==> src/rtl/por_pkg.sv <==
package por_pkg;

  typedef enum logic [2:0] {
    SEQ_IDLE   = 3'd0,
    SEQ_LOAD   = 3'd1,
    SEQ_BANKS  = 3'd2,
    SEQ_SETTLE = 3'd3,
    SEQ_USER   = 3'd4
  } seq_state_t;

endpackage

==> src/rtl/por_sync.sv <==
module por_sync #(
  parameter int WIDTH  = 1,
  parameter int STAGES = 2
) (
  input  logic             clk,
  input  logic             rst,
  input  logic [WIDTH-1:0] d_i,
  output logic [WIDTH-1:0] q_o
);

  logic [STAGES-1:0][WIDTH-1:0] pipe;

  always_ff @(posedge clk) begin
    if (rst) pipe[0] <= '0;
    else     pipe[0] <= d_i;
  end

  for (genvar s = 1; s < STAGES; s++) begin : g_stage
    always_ff @(posedge clk) begin
      if (rst) pipe[s] <= '0;
      else     pipe[s] <= pipe[s-1];
    end
  end

  assign q_o = pipe[STAGES-1];

endmodule

==> src/rtl/por_timer.sv <==
module por_timer #(
  parameter int LIMIT = 200
) (
  input  logic clk,
  input  logic rst,
  input  logic run_i,
  output logic expired_o
);

  localparam int CW = $clog2(LIMIT + 1);
  localparam logic [CW-1:0] RELOAD = CW'(LIMIT - 1);

  logic [CW-1:0] cnt;

  always_ff @(posedge clk) begin
    if (rst || !run_i)  cnt <= RELOAD;
    else if (cnt != '0) cnt <= cnt - 1'b1;
  end

  assign expired_o = run_i && (cnt == '0);

endmodule

==> src/rtl/por_cfg_seq.sv <==
module por_cfg_seq
  import por_pkg::*;
#(
  parameter int NUM_BANKS          = 4,
  parameter int SYNC_STAGES        = 2,
  parameter int CLK_MHZ            = 100,
  parameter int SETTLE_NS          = 2000,
  parameter int CFG_TIMEOUT_CYCLES = 45000
) (
  input  logic                 clk,
  input  logic                 rst,
  input  logic                 core_ok_i,
  input  logic [NUM_BANKS-1:0] bank_ok_i,
  input  logic                 cfg_done_i,
  output logic                 cfg_req_o,
  output logic                 pad_hiz_o,
  output logic                 pad_pullup_o,
  output logic                 user_mode_o,
  output logic                 cfg_err_o
);

  localparam int SETTLE_CYCLES = (SETTLE_NS * CLK_MHZ) / 1000;

  logic                 core_s;
  logic [NUM_BANKS-1:0] bank_s;
  logic                 banks_up;
  logic                 settle_done;
  logic                 load_late;
  seq_state_t           state_q, state_d;

  por_sync #(.WIDTH(1), .STAGES(SYNC_STAGES)) u_core_sync (
    .clk(clk), .rst(rst), .d_i(core_ok_i), .q_o(core_s)
  );

  por_sync #(.WIDTH(NUM_BANKS), .STAGES(SYNC_STAGES)) u_bank_sync (
    .clk(clk), .rst(rst), .d_i(bank_ok_i), .q_o(bank_s)
  );

  assign banks_up = &bank_s;

  por_timer #(.LIMIT(SETTLE_CYCLES)) u_settle_tmr (
    .clk(clk), .rst(rst), .run_i(state_q == SEQ_SETTLE), .expired_o(settle_done)
  );

  por_timer #(.LIMIT(CFG_TIMEOUT_CYCLES)) u_load_tmr (
    .clk(clk), .rst(rst), .run_i(state_q == SEQ_LOAD), .expired_o(load_late)
  );

  // Core flag is watched in every state except user mode.
  always_comb begin
    state_d = state_q;
    unique case (state_q)
      SEQ_IDLE:   if (core_s) state_d = SEQ_LOAD;
      SEQ_LOAD: begin
        if (!core_s)         state_d = SEQ_IDLE;
        else if (cfg_done_i) state_d = SEQ_BANKS;
      end
      SEQ_BANKS: begin
        if (!core_s)       state_d = SEQ_IDLE;
        else if (banks_up) state_d = SEQ_SETTLE;
      end
      SEQ_SETTLE: begin
        if (!core_s)          state_d = SEQ_IDLE;
        else if (!banks_up)   state_d = SEQ_BANKS;
        else if (settle_done) state_d = SEQ_USER;
      end
      SEQ_USER:   state_d = SEQ_USER;
      default:    state_d = SEQ_IDLE;
    endcase
  end

  always_ff @(posedge clk) begin
    if (rst) begin
      state_q      <= SEQ_IDLE;
      cfg_req_o    <= 1'b0;
      pad_hiz_o    <= 1'b1;
      pad_pullup_o <= 1'b1;
      user_mode_o  <= 1'b0;
      cfg_err_o    <= 1'b0;
    end else begin
      state_q      <= state_d;
      cfg_req_o    <= (state_d == SEQ_LOAD);
      pad_hiz_o    <= (state_d != SEQ_USER);
      pad_pullup_o <= (state_d != SEQ_USER);
      user_mode_o  <= (state_d == SEQ_USER);
      // A done sampled in the expiry cycle takes precedence.
      if (load_late && !cfg_done_i) cfg_err_o <= 1'b1;
    end
  end

endmodule

==> config.mk <==
export PLATFORM = sky130hd
export DESIGN_NAME = por_cfg_seq
export DESIGN_NICKNAME = d
export VERILOG_FILES = /design/src/rtl/por_pkg.sv /design/src/rtl/por_sync.sv /design/src/rtl/por_timer.sv /design/src/rtl/por_cfg_seq.sv
export SDC_FILE = /design/constraint.sdc
export NUM_CORES = 1
export LEC_CHECK = 0
export BUFFER_PORTS_ARGS = -buffer_cell sky130_fd_sc_hd__buf_2
export CAP_MARGIN = 10
export CORE_ASPECT_RATIO = 1.5
export CORE_MARGIN = 2
export CORE_UTILIZATION = 30
export CTS_CLUSTER_SIZE = 28
export DETAILED_ROUTE_END_ITERATION = 6
export GPL_TIMING_DRIVEN = 0
export PLACE_DENSITY = 0.54
export SETUP_SLACK_MARGIN = 0.02
export SYNTH_ARGS = -nofsm -noshare
export SYNTH_HDL_FRONTEND = slang
export SYNTH_SLANG_ARGS = --single-unit
==> constraint.sdc <==
create_clock -name clk -period 2.4 [get_ports clk]
set_clock_uncertainty 0.15 [all_clocks]
set_input_delay 0.48 -clock clk [delete_from_list [all_inputs] [get_ports clk]]
set_output_delay 0.48 -clock clk [all_outputs]
set_load 0.01 [all_outputs]
### Word-level counts from Yosys, hierarchy flattened

Cells that the tools add are included.
Widths: inputs -> output; s select.

* bits in latches: 0
* memories: 0
* input port bits: 8
* memory bits (read-only): 0
* bits in registers: 41
* bits in writable memories: 0
* word-level logic and storage cells: 43
* output and inout bits: 5

* reductions and logical operators: 14
* eq/ne operators: 7
* shifts and indexed selects: 0
* add/subtract/negate cells: 2
* multipliers: 0
* mux-type cells: 9
* order comparisons: 0
* bitwise operators: 0
* divide/modulo/power cells: 0

Operator list (number)
* $mux 3: 8
* $logic_not 16->1: 1
* $reduce_bool 16->1: 1
* $sub 16x1->16 const B: 1
* $pmux 3 s5: 1
* $logic_not 8->1: 1
* $reduce_bool 8->1: 1
* $sub 8x1->8 const B: 1
* $eq 3x1->1 const B: 2
* $eq 3x2->1 const B: 2
* $eq 3x3->1 const B: 2
* $reduce_and 4->1: 1
* $logic_and 1x1->1: 3
* $logic_not 1->1: 3
* $logic_not 3->1: 1
* $ne 3x3->1 const B: 1
* $logic_or 1x1->1: 2

### Logic depth before layout (Yosys ltp)

* depth after elaboration: 7
* gate-level depth with buffers: 7
* gate-level depth less buffers: 6

### Cells and area by module

A second synthesis with hierarchy kept.

* cells, all modules: 202
* area total of the unflattened synthesis: 1866.8 µm²

Modules (own cells, without submodules)
* por_timer at u_load_tmr: cells an instance 99, instances 1, area an instance 834.6 µm², seq. area each 320.3 µm²
* por_timer at u_settle_tmr: cells an instance 47, instances 1, area an instance 419.2 µm², seq. area each 160.2 µm²
* por_cfg_seq: cells an instance 32, instances 1, area an instance 320.3 µm², seq. area each 140.1 µm²
* por_sync at u_bank_sync: cells an instance 20, instances 1, area an instance 240.2 µm², seq. area each 160.2 µm²
* por_sync at u_core_sync: cells an instance 4, instances 1, area an instance 52.6 µm², seq. area each 40.0 µm²

### Least setup slack after synthesis

Ideal clock, no wire load.

* kind: register to register
* from: reg u_settle_tmr.cnt[0]
* to: reg cfg_req_o
* cell stages (with the launch flop): 7
* required time: 2.189 ns
* library setup time: 0.061 ns
* buffers on the path: 0
* data arrival time: 1.636 ns
* slack: 0.553 ns
* clock period less this slack: 1.847 ns
* cell sequence: dfxtp_1 inv_1 ha_1 or3b_2 or2_4 o31ai_2 and4b_1

* longest elaborated chain between the ends: 7

Ends and longest elaborated chain
* start, declared: RTL line por_timer.sv:13 `logic [CW-1:0] cnt;`
* start signal, assigned: RTL line por_timer.sv:17 `else if (cnt != '0) cnt <= cnt - 1'b1;`
* $logic_not 8->1: RTL line por_timer.sv:20 `assign expired_o = run_i && (cnt == '0);`
* $logic_and 1x1->1: RTL line por_timer.sv:20
* $mux 3: RTL line por_cfg_seq.sv:65 `else if (settle_done) state_d = SEQ_USER;`
* $mux 3: RTL line por_cfg_seq.sv:64 `else if (!banks_up) state_d = SEQ_BANKS;`
* $mux 3: RTL line por_cfg_seq.sv:63 `if (!core_s) state_d = SEQ_IDLE;`
* $pmux 3 s5: RTL line por_cfg_seq.sv:52 `unique case (state_q)`
* $eq 3x1->1: RTL line por_cfg_seq.sv:82 `cfg_req_o <= (state_d == SEQ_LOAD);`
* end signal, assigned: RTL line por_cfg_seq.sv:82
* end, declared: RTL line por_cfg_seq.sv:15 `output logic cfg_req_o,`

No other way between the ends.
A chain may end at the register's enable or synchronous reset.

### Worst setup path in the final report

Ends and elaborated chain as after synthesis.

==> results_dict.tcl <==
set metrics [dict create \
    outcome "finished clean" \
    setup_viol 0 \
    cp.required_ns 2.48 \
    fin_util 0.3549 \
    whs_path_depth 2 \
    worst_pin_slew_ns 0.6859 \
    drc 0 \
    grt_pass1_vias 1402 \
    dpl.hpwl_mm 2.429 \
    cts_buffers 5 \
    grt_antenna_before_repair 0 \
    r2r_cells 6 \
    clkSlewWorstSetupHoldPaths_ns 0.09 \
    synth_top_area_cell "dfxtp_1" \
    die_y_microns 98.15 \
    globalRoute.totalOverflow 0 \
    sw_frac_of_total 0.2098 \
    grt_max_degree 15 \
    finalMaxSlewViolations 0 \
    syn_inst 197 \
    ys_seq_area_frac 0.4629 \
    worstSetupStartpointType "register" \
    power_density_nw_per_um2 628.1 \
    fillers 605 \
    coreArea_sq_um 5743 \
    start_util 0.3087 \
    hold_viol_final 0 \
    power_frac_seq 0.540 \
    critPathArrivalTime_ns 2.13 \
    cts-hold-fix-buffers 0 \
    cts.htree.levels 2 \
    synth_edf_count 0 \
    syn_area_per_cell_sq_um 9.000 \
    synthTopCellsByArea "dfxtp_1 (46%), nor2b_1 (3.9%), nor2_1 (3.8%), nand2_1 (3.6%), a21oi_1 (3.1%)" \
    yosysWarnings 0 \
    instances_no_fill 289 \
    drtIter0Drc 40 \
    fin_crit_sh 0.8514 \
    cts_setup_buffers 0 \
    relSlewSlack 0.5389 \
    rrSetupSlack_ns 0.36 \
    die_w_microns 66.77 \
    dieArea_sq_um 6553 \
    ant_nets 0 \
    synth.net_count 208 \
    num_vias 1384 \
    cts.path.max_buffers 2 \
    grt_pass1_wl_mm 6.168 \
    drive_gt1_frac 0.1429 \
    fin_crit_ns 2.043 \
    rsz0062_at_grt "false" \
    ys_types 47 \
    critical_path.max_fanout 4 \
    p_switching_w 0.0002686 \
    portBuffers 12 \
    cts_tree "done" \
    cts_root_buf "clkbuf_8" \
    worstHoldPathType "primary input to register" \
    tns_ns 0 \
    vias_per_cell 4.789 \
    cts.sinks 41 \
    ys_ff_latch 41 \
    worstSkewPairLatency_ns 0.30 \
    synth_area_sq_um 1773 \
    dp.cells 281 \
    criticalPathCategory "register to register" \
    synth_flop_cell "dfxtp_1" \
    drtPass1Iterations 4 \
    nets 227 \
    num_rows 34 \
    track_usage 0.1217 \
    p_leak_nw 0.7619 \
    intPower_w 0.001012 \
    power_frac_clock 0.442 \
    drv_cap 0 \
    cts-resized-gates 0 \
    synthArstFlopShare 0 \
    fmax_mhz 489.4 \
    pwr-share-comb 0.018 \
    ir_worst_vdd_uv 276.8 \
    worstSetupEndpointType "register" \
    area_delta_synth_final_pct 14.96 \
    io_pins 13 \
    wl_mm 3.337 \
    routedWlPerCell_microns 11.55 \
    routabilityCongestion 0.6996 \
    diodes 0 \
    synth.top_cell.area_share 0.4629 \
]
[layout make-up]
cell class              count  area (sq um)  area share
well taps                  72         90.09     0.04420
multi-input cells         137         873.3      0.4285
repair buffers             12         60.06     0.02947
clock buffers               5         68.82     0.03376
plain buffers               9         41.29     0.02026
clock inverters             3         46.29     0.02271
flip-flops and latches     41         820.8      0.4027
inverters                  10         37.54     0.01842
[cells by family after synthesis]
group,count (synthesis),share of synthesized area
multiplexers,5,0.02823
adder cells (fa/ha/maj),3,0.02117
AO/OA/AOI/OAI,35,0.1256
AND/OR/NAND/NOR,89,0.2929
flip-flops,41,0.4630
XOR/XNOR,5,0.02470
buffers and inverters,19,0.04446
[final timing paths]
check | from | end
min reg2reg | u_core_sync.pipe[0]$_SDFF_PP0_ | u_core_sync.q_o$_SDFF_PP0_
min | bank_ok_i[0] | u_bank_sync.pipe[0]$_SDFF_PP0_
max reg2reg | u_settle_tmr.cnt[0]$_SDFFE_PP1P_ | cfg_req_o$_SDFF_PP0_
max | u_settle_tmr.cnt[0]$_SDFFE_PP1P_ | cfg_req_o$_SDFF_PP0_
[metal layers]
metal / GRT usage / vias up / wire, microns
met5: 0 / - / 0
met4: 0.05651 / 0 / 77
met3: 0.03111 / 6 / 83
met2: 0.2092 / 12 / 1700
met1: 0.1367 / 632 / 1475
li1: - / 734 / -
[cell usage in the layout, fill, tap and decap left out, types with 2 or more instances in the layout]
master / count
nor2_1: 18
inv_1: 10
a31oi_1: 4
clkbuf_1: 4
nand2b_1: 2
nor4_1: 2
and3b_1: 2
dfxtp_1: 41
xnor2_1: 4
nand3_1: 2
nor2b_1: 11
nor4_2: 2
nand2_1: 17
and4_1: 4
o31ai_1: 2
or4_1: 2
a21oi_1: 11
mux2i_1: 5
nand3b_1: 5
clkbuf_8: 5
a211o_1: 2
nor4b_1: 3
o21ai_0: 6
ha_1: 3
nor3_1: 7
nand4_1: 3
buf_2: 15
o21ai_1: 2
[per-stage QoR]
stage	total power, W	area (sq um)	hold slack, ns	worst slack (ns)
5_1_grt	0.001337	2038	0.2325	0.1389
3_5_place_dp	0.0007320	1923	0.2712	0.2927
2_1_floorplan	0.0007200	1773	0.2638	0.5532
3_3_place_gp	0.0007316	1923	0.2692	0.3001
6_report	0.001280	2038	0.2419	0.3566
4_1_cts	0.001311	2038	0.2319	0.3500
[cells in the mapped netlist, drive strengths merged (5+ instances only)]
cell and instances:
o21ai 8, nor2 18, dfxtp 41, a21oi 11, nor2b 11, buf 5
nand3b 5, inv 10, nor3 7, mux2i 5, nand2 17
[critical path, cell delays in order (launching register included)]
cell and delay [ns]:
dfxtp_1 0.34, inv_1 0.11, ha_1 0.19, or3b_2 0.50, or2_4 0.27, o31ai_2 0.20, and4b_1 0.22
[power by group through the flow]
stage | combinational, W | clock [W] | sequential [W]
final | 0.0000233 | 0.000565 | 0.000692
after detailed placement | 0.0000243 | 0 | 0.000708
after CTS | 0.0000243 | 0.000595 | 0.000692
after global routing | 0.0000274 | 0.000617 | 0.000693
after floorplan | 0.0000128 | 0 | 0.000707
after global placement | 0.0000239 | 0 | 0.000708
[flip-flops by register name, summed over array words and instances, names as in the netlist]
signal	count
user_mode_o	1
u_core_sync.q_o	1
cfg_err_o	1
u_bank_sync.q_o	4
u_load_tmr.cnt	16
u_settle_tmr.cnt	8
state_q	3
cfg_req_o	1
u_bank_sync.pipe	4
pad_pullup_o	1
u_core_sync.pipe	1
Power figures use the tool's default switching activity.
